[src/rtl/trace_pkg.sv]
package trace_pkg;

    typedef enum logic [2:0] {
        MODE_RUN,
        MODE_EXC,
        MODE_EMU,
        MODE_STOP,
        MODE_HALT
    } mode_e;

    typedef enum logic [1:0] {
        SER_IDLE,
        SER_MARK,
        SER_DATA
    } ser_e;

    localparam logic [3:0] ST_NONE      = 4'h0;
    localparam logic [3:0] ST_INSN      = 4'h1;
    localparam logic [3:0] ST_BRANCH    = 4'h5;
    localparam logic [3:0] ST_RTE       = 4'h7;
    localparam logic [3:0] ST_MARK_BASE = 4'h8;
    localparam logic [3:0] ST_EXC       = 4'hC;
    localparam logic [3:0] ST_EMU       = 4'hD;
    localparam logic [3:0] ST_STOP      = 4'hE;
    localparam logic [3:0] ST_HALT      = 4'hF;

    function automatic logic [3:0] mode_code(input mode_e m);
        logic [3:0] c;
        unique case (m)
            MODE_EXC:  c = ST_EXC;
            MODE_EMU:  c = ST_EMU;
            MODE_STOP: c = ST_STOP;
            MODE_HALT: c = ST_HALT;
            default:   c = ST_NONE;
        endcase
        return c;
    endfunction

endpackage

[src/rtl/trace_mode_fsm.sv]
module trace_mode_fsm
    import trace_pkg::*;
(
    input  logic  clk,
    input  logic  rst_n,
    input  logic  exc_enter,
    input  logic  emu_enter,
    input  logic  exc_done,
    input  logic  stop_enter,
    input  logic  wake,
    input  logic  halt_enter,
    input  logic  restart,
    output mode_e mode_nxt
);

    mode_e mode_q;

    always_ff @(posedge clk or negedge rst_n) begin
        if (!rst_n) mode_q <= MODE_RUN;
        else        mode_q <= mode_nxt;
    end

    always_comb begin
        mode_nxt = mode_q;
        unique case (mode_q)
            MODE_RUN: begin
                if (halt_enter)      mode_nxt = MODE_HALT;
                else if (emu_enter)  mode_nxt = MODE_EMU;
                else if (exc_enter)  mode_nxt = MODE_EXC;
                else if (stop_enter) mode_nxt = MODE_STOP;
            end
            MODE_EXC, MODE_EMU: begin
                if (halt_enter)    mode_nxt = MODE_HALT;
                else if (exc_done) mode_nxt = MODE_RUN;
            end
            MODE_STOP: begin
                if (halt_enter) mode_nxt = MODE_HALT;
                else if (wake)  mode_nxt = MODE_RUN;
            end
            MODE_HALT: begin
                if (restart) mode_nxt = MODE_RUN;
            end
            default: mode_nxt = MODE_RUN;
        endcase
    end

endmodule

[src/rtl/trace_addr_serializer.sv]
module trace_addr_serializer
    import trace_pkg::*;
#(
    parameter int ADDR_W = 32
) (
    input  logic              clk,
    input  logic              rst_n,
    input  logic              cap,
    input  logic [ADDR_W-1:0] cap_addr,
    input  logic [1:0]        cap_sel,
    input  logic              mark_ok,
    output logic              mark_fire,
    output logic [3:0]        mark_code,
    output logic [3:0]        ddata,
    output logic              full
);

    localparam int NIB_MAX = ADDR_W / 4;
    localparam int CNT_W   = $clog2(NIB_MAX + 1);

    ser_e              state_q, state_n;
    logic [CNT_W-1:0]  cnt_q, cnt_n;
    logic [ADDR_W-1:0] shift_q, shift_n;
    logic [1:0]        sel_q, sel_n;
    logic              pv_q, pv_n;
    logic [ADDR_W-1:0] pa_q, pa_n;
    logic [1:0]        ps_q, ps_n;
    logic [3:0]        dd_q, dd_n;
    logic              last, free;
    logic [CNT_W-1:0]  nib_total;

    assign nib_total = CNT_W'({sel_q, 1'b0}) + CNT_W'(2);
    assign last      = (state_q == SER_DATA) && (cnt_q == CNT_W'(1));
    assign free      = (state_q == SER_IDLE) || last;

    always_ff @(posedge clk or negedge rst_n) begin
        if (!rst_n) begin
            state_q <= SER_IDLE;
            cnt_q   <= '0;
            shift_q <= '0;
            sel_q   <= '0;
            pv_q    <= 1'b0;
            pa_q    <= '0;
            ps_q    <= '0;
            dd_q    <= '0;
        end else begin
            state_q <= state_n;
            cnt_q   <= cnt_n;
            shift_q <= shift_n;
            sel_q   <= sel_n;
            pv_q    <= pv_n;
            pa_q    <= pa_n;
            ps_q    <= ps_n;
            dd_q    <= dd_n;
        end
    end

    always_comb begin
        state_n = state_q;
        cnt_n   = cnt_q;
        shift_n = shift_q;
        sel_n   = sel_q;
        pv_n    = pv_q;
        pa_n    = pa_q;
        ps_n    = ps_q;
        dd_n    = 4'h0;
        unique case (state_q)
            SER_IDLE: ;
            SER_MARK: begin
                if (mark_ok) begin
                    state_n = SER_DATA;
                    cnt_n   = nib_total;
                end
            end
            SER_DATA: begin
                dd_n    = shift_q[3:0];
                shift_n = shift_q >> 4;
                cnt_n   = cnt_q - CNT_W'(1);
            end
            default: state_n = SER_IDLE;
        endcase
        if (free) begin
            if (pv_q) begin
                shift_n = pa_q;
                sel_n   = ps_q;
                state_n = SER_MARK;
                pv_n    = cap;
                if (cap) begin
                    pa_n = cap_addr;
                    ps_n = cap_sel;
                end
            end else if (cap) begin
                shift_n = cap_addr;
                sel_n   = cap_sel;
                state_n = SER_MARK;
            end else if (last) begin
                state_n = SER_IDLE;
            end
        end else if (cap && !pv_q) begin
            pv_n = 1'b1;
            pa_n = cap_addr;
            ps_n = cap_sel;
        end
    end

    always_comb begin
        mark_fire = (state_q == SER_MARK) && mark_ok;
        mark_code = ST_MARK_BASE | {2'b00, sel_q};
        ddata     = dd_q;
        full      = pv_q;
    end

endmodule

[src/rtl/trace_status_encoder.sv]
module trace_status_encoder
    import trace_pkg::*;
#(
    parameter int ADDR_W = 32
) (
    input  logic              clk,
    input  logic              rst_n,
    input  logic              insn_start_i,
    input  logic              branch_taken_i,
    input  logic              branch_var_i,
    input  logic              rte_start_i,
    input  logic              exc_enter_i,
    input  logic              emu_enter_i,
    input  logic              exc_done_i,
    input  logic              stop_enter_i,
    input  logic              wake_i,
    input  logic              halt_enter_i,
    input  logic              restart_i,
    input  logic [ADDR_W-1:0] target_addr_i,
    input  logic [1:0]        addr_cfg_i,
    output logic [3:0]        status_o,
    output logic [3:0]        ddata_o,
    output logic              stall_o
);

    mode_e      mode_nxt;
    logic       running, cap, mark_fire;
    logic [3:0] mark_code, run_code, status_d, status_q;

    trace_mode_fsm u_mode (
        .clk        (clk),
        .rst_n      (rst_n),
        .exc_enter  (exc_enter_i),
        .emu_enter  (emu_enter_i),
        .exc_done   (exc_done_i),
        .stop_enter (stop_enter_i),
        .wake       (wake_i),
        .halt_enter (halt_enter_i),
        .restart    (restart_i),
        .mode_nxt   (mode_nxt)
    );

    assign running = (mode_nxt == MODE_RUN);
    assign cap     = running && branch_taken_i && branch_var_i && (addr_cfg_i != 2'b00);

    trace_addr_serializer #(.ADDR_W(ADDR_W)) u_ser (
        .clk       (clk),
        .rst_n     (rst_n),
        .cap       (cap),
        .cap_addr  (target_addr_i),
        .cap_sel   (addr_cfg_i),
        .mark_ok   (running),
        .mark_fire (mark_fire),
        .mark_code (mark_code),
        .ddata     (ddata_o),
        .full      (stall_o)
    );

    always_comb begin
        if (branch_taken_i)    run_code = ST_BRANCH;
        else if (rte_start_i)  run_code = ST_RTE;
        else if (insn_start_i) run_code = ST_INSN;
        else                   run_code = ST_NONE;

        if (!running)       status_d = mode_code(mode_nxt);
        else if (mark_fire) status_d = mark_code;
        else                status_d = run_code;
    end

    always_ff @(posedge clk or negedge rst_n) begin
        if (!rst_n) status_q <= ST_NONE;
        else        status_q <= status_d;
    end

    assign status_o = status_q;

endmodule

[config.mk]
export PLATFORM = sky130hd
export DESIGN_NAME = trace_status_encoder
export DESIGN_NICKNAME = d
export VERILOG_FILES = /design/src/rtl/trace_pkg.sv /design/src/rtl/trace_mode_fsm.sv /design/src/rtl/trace_addr_serializer.sv /design/src/rtl/trace_status_encoder.sv
export SDC_FILE = /design/constraint.sdc
export NUM_CORES = 1
export LEC_CHECK = 0
export CORE_ASPECT_RATIO = 0.5
export CORE_UTILIZATION = 35
export DETAILED_ROUTE_END_ITERATION = 8
export PLACE_DENSITY = 0.6
export SLEW_MARGIN = 10
export SYNTH_ARGS = -nofsm -noshare
export SYNTH_HDL_FRONTEND = slang
export SYNTH_SLANG_ARGS = --single-unit
export TNS_END_PERCENT = 30
[constraint.sdc]
create_clock -name clk -period 5.1 [get_ports clk]
set_input_delay 0.765 -clock clk [delete_from_list [all_inputs] [get_ports clk]]
set_output_delay 0.765 -clock clk [all_outputs]
set_load 0.02 [all_outputs]
==> impl_summary.txt, run 1 <==
----------------------------------------------------
[Setup path]
  Ordered list of cells on the worst path ... inv_1 -> ha_1 -> or3b_4 -> a21oi_4 -> nand2b_2 -> nand4_4 -> mux2_2
  Startpoint class of the critical path ... register
  Endpoint required time on the critical path ... about 5.3 ns
  Worst endpoint data arrival time ... 3.58 ns
  R2R Setup Slk ... 1.74 ns
  Critical path capture point type ... register
  Startpoint of the worst register-to-register path ... u_ser.cnt_q[1]$_DFFE_PN0P_
  Worst reg2reg path depth ... 7
  Capture point of the critical path ... u_ser.pa_q[2]$_DFFE_PN0P_
  Highest cell delay on the worst timing path ... 0.85 ns
  Critical Path Slowest Stage Cell ... sky130_fd_sc_hd__nand4_4
  Crit path from ... u_ser.cnt_q[1]$_DFFE_PN0P_
  Setup CP Type ... reg2reg
  R2R Path End ... u_ser.pa_q[2]$_DFFE_PN0P_
  Critical path peak fanout ... 34

[Power]
  Static leakage ... 2.22 nW
  Total power per unit cell area ... 553 nW/um^2
  Overall power after layout ... between 2 and 3 mW
  Max rail drop VDD ... roughly 0.2 mV

[Status]
  Status ... finished, final reports clean

[Clock tree]
  TritonCTS Buffers ... 9
  Max clock buf depth ... 2
  Clock insertion delay at the later pin of the skew report ... between 0.3 and 0.4 ns
  Clock Sink Count ... 86
  CTS Hold Bufs ... 0
  Post-CTS Setup Bufs ... 0
  Clock tree from TritonCTS ... built
  Buffer type at the clock tree root ... sky130_fd_sc_hd__clkbuf_16
  Reg clk slew, reported paths ... 0.06 ns
  Number of gates given a new drive strength after cts ... 0
  H-tree depth reported by CTS ... 3

[Worst hold path]
  Worst hold path class ... in2async

[Synth]
  Post-Syn Instances ... roughly 370
  Post-synthesis async set-or-reset flop share ... between 90% and 100%
  Mean cell area of the mapped netlist ... 12.1 sq um
  Warnings, synthesis ... 0
  Largest cells by area after synthesis ... sky130_fd_sc_hd__dfrtp_1, sky130_fd_sc_hd__mux2_4, sky130_fd_sc_hd__mux2i_1, sky130_fd_sc_hd__o2bb2ai_1, sky130_fd_sc_hd__a211oi_1
  Cell taking the most area after synthesis ... sky130_fd_sc_hd__dfrtp_1
  Top cell type's share of synthesized area ... between 40% and 50%
  Sequential-to-total area share from yosys stat ... 48.4%
  Post-synth top flop ... sky130_fd_sc_hd__dfrtp_1
  Syn Std Cell Area ... approximately 4400 sq um
  Number of synthesized register bits ... 86
  Count of distinct cell types in the synthesized netlist ... 44
  Post-synth EDFFs ... 0
  Synth Net Count ... between 400 and 500

[STA]
  Clock Skew ... approximately 0.0067 ns
  Total Neg Setup Slack ... 0 ns
  Minimum hold slack ... between 0.3 and 0.4 ns
  Actual transition at the worst max-transition pin ... roughly 1.1 ns
  Post-layout minimum cycle time ... ~3.4 ns
  Max Fclk ... 298 MHz
  Pins Over Slew Limit ... 0
  Worst slew margin relative to its limit ... 24.8%
  Unrepaired setup endpoints after global routing ... no
  Number of hold violations in the final report ... 0
  Period Utilization, post-route ... roughly 66%
  Total setup violations reported at the end of the flow ... 0

[Detailed routing]
  Antenna-violating nets left ... 0
  Via Count ... ~3200
  Total detailed-routing wirelength ... 11.0 mm
  WL/cell ... between 15 and 20 um
  Drt via density ... around 5.5
  Post-route DRC violation count ... 0
  Iteration-0 DRC count of the detailed router ... 190
  Length of the first detailed-routing pass in iterations ... 4

[Global route]
  Antenna violations before repair ... 0
  Wire length of the first global-routing pass ... between 15 and 20 mm
  Largest net degree at the start of global routing ... around 60
  Number of global-route vias before repair ... roughly 3200
  Overall fraction of global-route tracks in use ... ~18%
  Global route overflow ... 0

[Place]
  Last weighted congestion value of the routability-driven placer ... 0.747
  Buffers added on ports ... between 50 and 60
  Detailed placer's ending HPWL ... 6.62 mm

[Die]
  IO Count ... 56
  Effective utilization at floorplan ... between 30% and 40%
  Area of the die ... around 13000 sq um
  Placeable core region ... 12100 sq um
  Cell row count ... 28
  Height of the die ... 81.7 um
  Die Span X ... around 160 um

[Flow run]
  Maxcap violations ... 0

[Final layout]
  Utilization after layout ... 44.5%
  Count of nets after finishing ... 460
  Number of antenna cells inserted ... 0
  Area growth, synth to finish ... 20.8%
  Ratio of cells with drive above 1 in the final layout ... between 15 and 20%

----------------------------------------------------
[power breakdown]
group	internal (mW)	switching (mW)	leakage, nW	total (mW)
Clock	0.336	0.255	0.128	0.592
Combinational	0.607	0.589	1.01	1.20
Sequential	0.972	0.214	1.08	1.19
Total	1.92	1.06	2.22	2.97
[state kept, by name (all words and copies together), names as in the netlist]
signal         count
u_ser.sel_q        2
u_ser.pa_q        32
u_ser.full         1
u_ser.ddata        4
u_ser.cnt_q        4
u_ser.shift_q     32
u_mode.mode_q      3
u_ser.ps_q         2
u_ser.state_q      2
status_o           4
[cells by family (layout without fill, tap and decap cells)]
logic type / count (synthesis) / after routing / synth area share, %
AO/OA/AOI/OAI: 95 / 95 / 17.6
flip-flops: 86 / 86 / 48.4
AND/OR/NAND/NOR: 78 / 78 / 10.6
multiplexers: 65 / 65 / 18.1
buffers and inverters: 39 / 84 / 4.08
adder cells (fa/ha/maj): 4 / 4 / 1.07
XOR/XNOR: 1 / 1 / 0.197
[final cells by class]
type	count	area, sq um
Fill cell	1125	6710
Sequential cell	86	2150
Multi-Input combinational cell	243	2130
Timing Repair Buffer	61	593
Clock buffer	12	246
Tap cell	165	206
Inverter	9	33.8
Clock inverter	2	10.0
[placed cells by master, fill, tap and decap left out, types with 3 or more instances in the layout]
master,netlist,layout
sky130_fd_sc_hd__dfrtp_1,86,86
sky130_fd_sc_hd__clkdlybuf4s50_1,0,54
sky130_fd_sc_hd__nor4_1,31,31
sky130_fd_sc_hd__a211oi_1,31,31
sky130_fd_sc_hd__mux2i_1,30,30
sky130_fd_sc_hd__mux2_4,30,30
sky130_fd_sc_hd__o2bb2ai_1,28,28
sky130_fd_sc_hd__nand2_1,10,10
sky130_fd_sc_hd__inv_1,9,9
sky130_fd_sc_hd__clkbuf_16,0,9
sky130_fd_sc_hd__buf_4,0,7
sky130_fd_sc_hd__nor2_1,5,5
sky130_fd_sc_hd__nor2b_1,6,5
sky130_fd_sc_hd__o21ai_0,5,5
sky130_fd_sc_hd__a21oi_1,5,5
sky130_fd_sc_hd__mux2_2,5,5
sky130_fd_sc_hd__nand3_1,5,4
sky130_fd_sc_hd__nor3_1,4,4
sky130_fd_sc_hd__a32o_1,4,4
sky130_fd_sc_hd__a221o_1,4,4
sky130_fd_sc_hd__o22ai_1,4,4
sky130_fd_sc_hd__and2_1,4,4
sky130_fd_sc_hd__o211ai_1,3,3
sky130_fd_sc_hd__a21oi_4,3,3
sky130_fd_sc_hd__ha_1,3,3
[layer usage]
metal | wire length, um | track usage (%) | up-vias
met1 | 5630 | 25.8 | 1609
met3 | 391 | 3.84 | 11
met5 | 0 | 0 | -
met2 | 4840 | 26.6 | 48
met4 | 122 | 5.38 | 0
li1 | - | - | 1510
[Yosys cell counts, drive strengths merged, types with 4 or more instances]
cell	number
dfrtp	86
mux2	35
a211oi	31
nor4	31
mux2i	30
o2bb2ai	28
clkbuf	16
buf	14
nand2	10
inv	9
a21oi	8
nor2b	6
o21ai	6
nand3	5
nor2	5
nor3	5
a221o	4
a32o	4
and2	4
o22ai	4
[through the flow]
step           worst slack [ns]  area [sq um]  instances
2_1_floorplan              2.80          4450        368
3_3_place_gp               1.60          5120        564
6_report                   1.74          5370        578
3_5_place_dp               1.57          5120        564
4_1_cts                    1.76          5370        578
5_1_grt                    1.64          5370        578
[how the worst min path moves through the flow]
stage / startpoint / to / slack [ns] / cells after the start
6_report: rst_n / u_ser.ddata[1]$_DFF_PN0_ / 0.33 / 1
3_3_place_gp: u_ser.shift_q[0]$_DFF_PN0_ / u_ser.ddata[0]$_DFF_PN0_ / 0.47 / 1
2_1_floorplan: u_ser.shift_q[0]$_DFF_PN0_ / u_ser.ddata[0]$_DFF_PN0_ / 0.45 / 1
4_1_cts: rst_n / u_ser.ddata[1]$_DFF_PN0_ / 0.34 / 1
3_5_place_dp: u_ser.shift_q[3]$_DFF_PN0_ / u_ser.ddata[3]$_DFF_PN0_ / 0.48 / 1
5_1_grt: rst_n / u_ser.ddata[0]$_DFF_PN0_ / 0.35 / 1
[critical path: cells and delay by family, from the launching register on]
kind | cells | cell delay, ns
AO/OA/AOI/OAI | 1 | 0.34
multiplexers | 1 | 0.42
AND/OR/NAND/NOR | 3 | 1.79
buffers and inverters | 1 | 0.10
flip-flops | 1 | 0.39
adder cells (fa/ha/maj) | 1 | 0.14
Power figures use the tool's default switching activity.
==> inputs of run 2 (changes only) <==
Clock period 5.1 ns to 3.46 ns, I/O delays scaled along.
==> run 2 against run 1 <==
Compared with the run above:
- combinational power rose by 48%
- clock power up 110%
- die area unchanged
- clock-buffer cell count fell by 1
- final cell count up 1.2%
- register-to-register slack worse by 1.1 ns
- flip-flop and latch count unchanged
- global-route usage down 0.40 points
- sequential share of layout area is 1.3 points lower
==> impl_summary.txt, run 2 (synthesis results as in run 1) <==
----------------------------------------------------
[Global route]
  Largest net degree at the start of global routing ... 44
  Overall fraction of global-route tracks in use ... between 15 and 20%
  Global route overflow ... 0
  Wire length of the first global-routing pass ... ~17 mm
  Number of global-route vias before repair ... roughly 3200
  Antenna violations before repair ... 0

[Detailed routing]
  Wire length on met3 ... approximately 380 um
  Length of the first detailed-routing pass in iterations ... 5
  Post-Route M1 WL ... 5.67 mm
  Iteration-0 DRC count of the detailed router ... ~130
  Met2 routed wirelength ... ~4.7 mm
  Top Layer Used ... met4
  Antenna-violating nets left ... 0
  WL/cell ... roughly 19 um
  Via Count ... about 3200
  Drt via density ... approximately 5.5
  Post-route DRC violation count ... 0
  Total detailed-routing wirelength ... 10.9 mm

[Final layout]
  Ratio of cells with drive above 1 in the final layout ... 17.6%
  Commonest non-fill, non-tap cell in the layout ... sky130_fd_sc_hd__dfrtp_1
  Area growth, synth to finish ... 24.8%
  Number of antenna cells inserted ... 0
  Count of nets after finishing ... 465
  Post-route design area ... around 5600 sq um
  Highest-count cells in the layout ignoring fill and taps ... sky130_fd_sc_hd__dfrtp_1, sky130_fd_sc_hd__clkdlybuf4s50_1, sky130_fd_sc_hd__nor4_1, sky130_fd_sc_hd__a211oi_1
  Registers with the highest flip-flop counts ... u_ser.pa_q x32, u_ser.shift_q x32

[Die]
  Height of the die ... between 80 and 90 um
  Cell row count ... 28
  IO Count ... 56
  Placeable core region ... between 10000 and 15000 sq um
  Effective utilization at floorplan ... 36.8%
  Area of the die ... between 10000 and 15000 sq um
  Die Span X ... 161 um

[Clock tree]
  Clock insertion delay at the later pin of the skew report ... 0.34 ns
  Clock tree from TritonCTS ... built
  CTS Hold Bufs ... 0
  TritonCTS Buffers ... 9
  Clock Sink Count ... 86
  Post-CTS Setup Bufs ... 0
  Reg clk slew, reported paths ... about 0.06 ns
  Buffer type at the clock tree root ... sky130_fd_sc_hd__clkbuf_16
  Number of gates given a new drive strength after cts ... 0
  Max clock buf depth ... 2
  H-tree depth reported by CTS ... 3

[Place]
  Last weighted congestion value of the routability-driven placer ... ~0.8
  Buffers added on ports ... 55
  Post-place instance area ... 5170 sq um
  Detailed placer's ending HPWL ... slightly below 7 mm
  Worst Setup Slack post-DPL ... between 0.4 and 0.5 ns

[Power]
  Switching component of the power ... between 1.5 and 2 mW
  Static leakage ... between 2 and 2.5 nW
  Cell internal pwr ... around 3.2 mW
  Share of total power in the clock network ... between 20% and 30%
  Register share of total power ... 37.0%
  Max rail drop VDD ... between 0.3 and 0.4 mV
  Total power per unit cell area ... roughly 850 nW/um^2
  Net switching fraction of the power ... about a third
  Logic gate share of total power ... a little under two fifths

[STA]
  Actual transition at the worst max-transition pin ... ~1.2 ns
  Period Utilization, post-route ... 80.3%
  Total setup violations reported at the end of the flow ... 0
  Worst slew margin relative to its limit ... 18.2%
  Unrepaired setup endpoints after global routing ... no
  Post-layout minimum cycle time ... ~2.8 ns
  Number of hold violations in the final report ... 0
  Worst-case setup margin in the final layout ... a little under 0.7 ns
  Clock Skew ... between 0.005 and 0.006 ns
  Max Fclk ... roughly 360 MHz
  Total Neg Setup Slack ... 0 ns
  Pins Over Slew Limit ... 0

[Status]
  Status ... finished, final reports clean

[Setup path]
  Critical path peak fanout ... 18
  Endpoint required time on the critical path ... ~3.7 ns
  R2R Setup Slk ... between 0.6 and 0.7 ns
  Setup CP Type ... reg2reg
  Startpoint class of the critical path ... register
  Critical path capture point type ... register
  Worst endpoint data arrival time ... ~3.0 ns

[Flow run]
  Maxcap violations ... 0

[Worst hold path]
  Worst hold path class ... in2async

----------------------------------------------------
==> run 2: routing by layer <==
| metal | GRT usage, % | vias to the layer above |
|---|---|---|
| li1 | - | 1529 |
| met1 | 24.8 | 1634 |
| met2 | 26.6 | 61 |
| met3 | 4.34 | 7 |
| met4 | 4.15 | 0 |
| met5 | 0 | - |
==> run 2: worst paths after layout <==
kind | startpoint | to | depth (start not counted)
setup / recovery | u_ser.cnt_q[1]$_DFFE_PN0P_ | u_ser.pa_q[28]$_DFFE_PN0P_ | 8
hold / removal | rst_n | u_ser.ddata[1]$_DFF_PN0_ | 1
setup reg to reg | u_ser.cnt_q[1]$_DFFE_PN0P_ | u_ser.pa_q[28]$_DFFE_PN0P_ | 8
hold reg to reg | u_ser.shift_q[3]$_DFF_PN0_ | u_ser.ddata[3]$_DFF_PN0_ | 1
max in group asynchronous | rst_n | u_ser.pa_q[26]$_DFFE_PN0P_ | 2
min in group clk | u_ser.shift_q[3]$_DFF_PN0_ | u_ser.ddata[3]$_DFF_PN0_ | 1
==> run 2: layout make-up <==
class / instances / area [sq um]
sequential: 86 / 2150
clock buffer: 11 / 253
tap: 165 / 206
timing repair buffer: 66 / 656
inverter: 9 / 33.8
fill: 1086 / 6530
clock inverter: 5 / 129
multi-input combinational: 243 / 2120
==> run 2: worst max-delay path, stage by stage (launching register included) <==
cell and delay [ns]:
sky130_fd_sc_hd__dfrtp_1 0.41, sky130_fd_sc_hd__inv_1 0.10, sky130_fd_sc_hd__ha_1 0.14, sky130_fd_sc_hd__or3b_4 0.39, sky130_fd_sc_hd__a21oi_4 0.32, sky130_fd_sc_hd__or2b_1 0.19
sky130_fd_sc_hd__nand4_4 0.43, sky130_fd_sc_hd__buf_12 0.36, sky130_fd_sc_hd__mux2_4 0.30
==> run 2: stage by stage <==
stage          std cells  total power, mW  hold slack (ns)  utilization [%]
2_1_floorplan        368             3.02            0.223                -
3_3_place_gp         569             3.48            0.468             42.8
3_5_place_dp         569             3.52            0.468             42.8
4_1_cts              585             4.76            0.183             45.9
5_1_grt              585             5.01            0.204             45.9
6_report             585             4.73            0.154             45.9
==> run 2: power by group through the flow <==
stage	clock [mW]	combinational [mW]	sequential [mW]
final	1.22	1.77	1.75
after global routing	1.28	1.93	1.80
after floorplan	0	1.37	1.65
after CTS	1.24	1.78	1.74
after detailed placement	0	1.77	1.75
after global placement	0	1.73	1.75
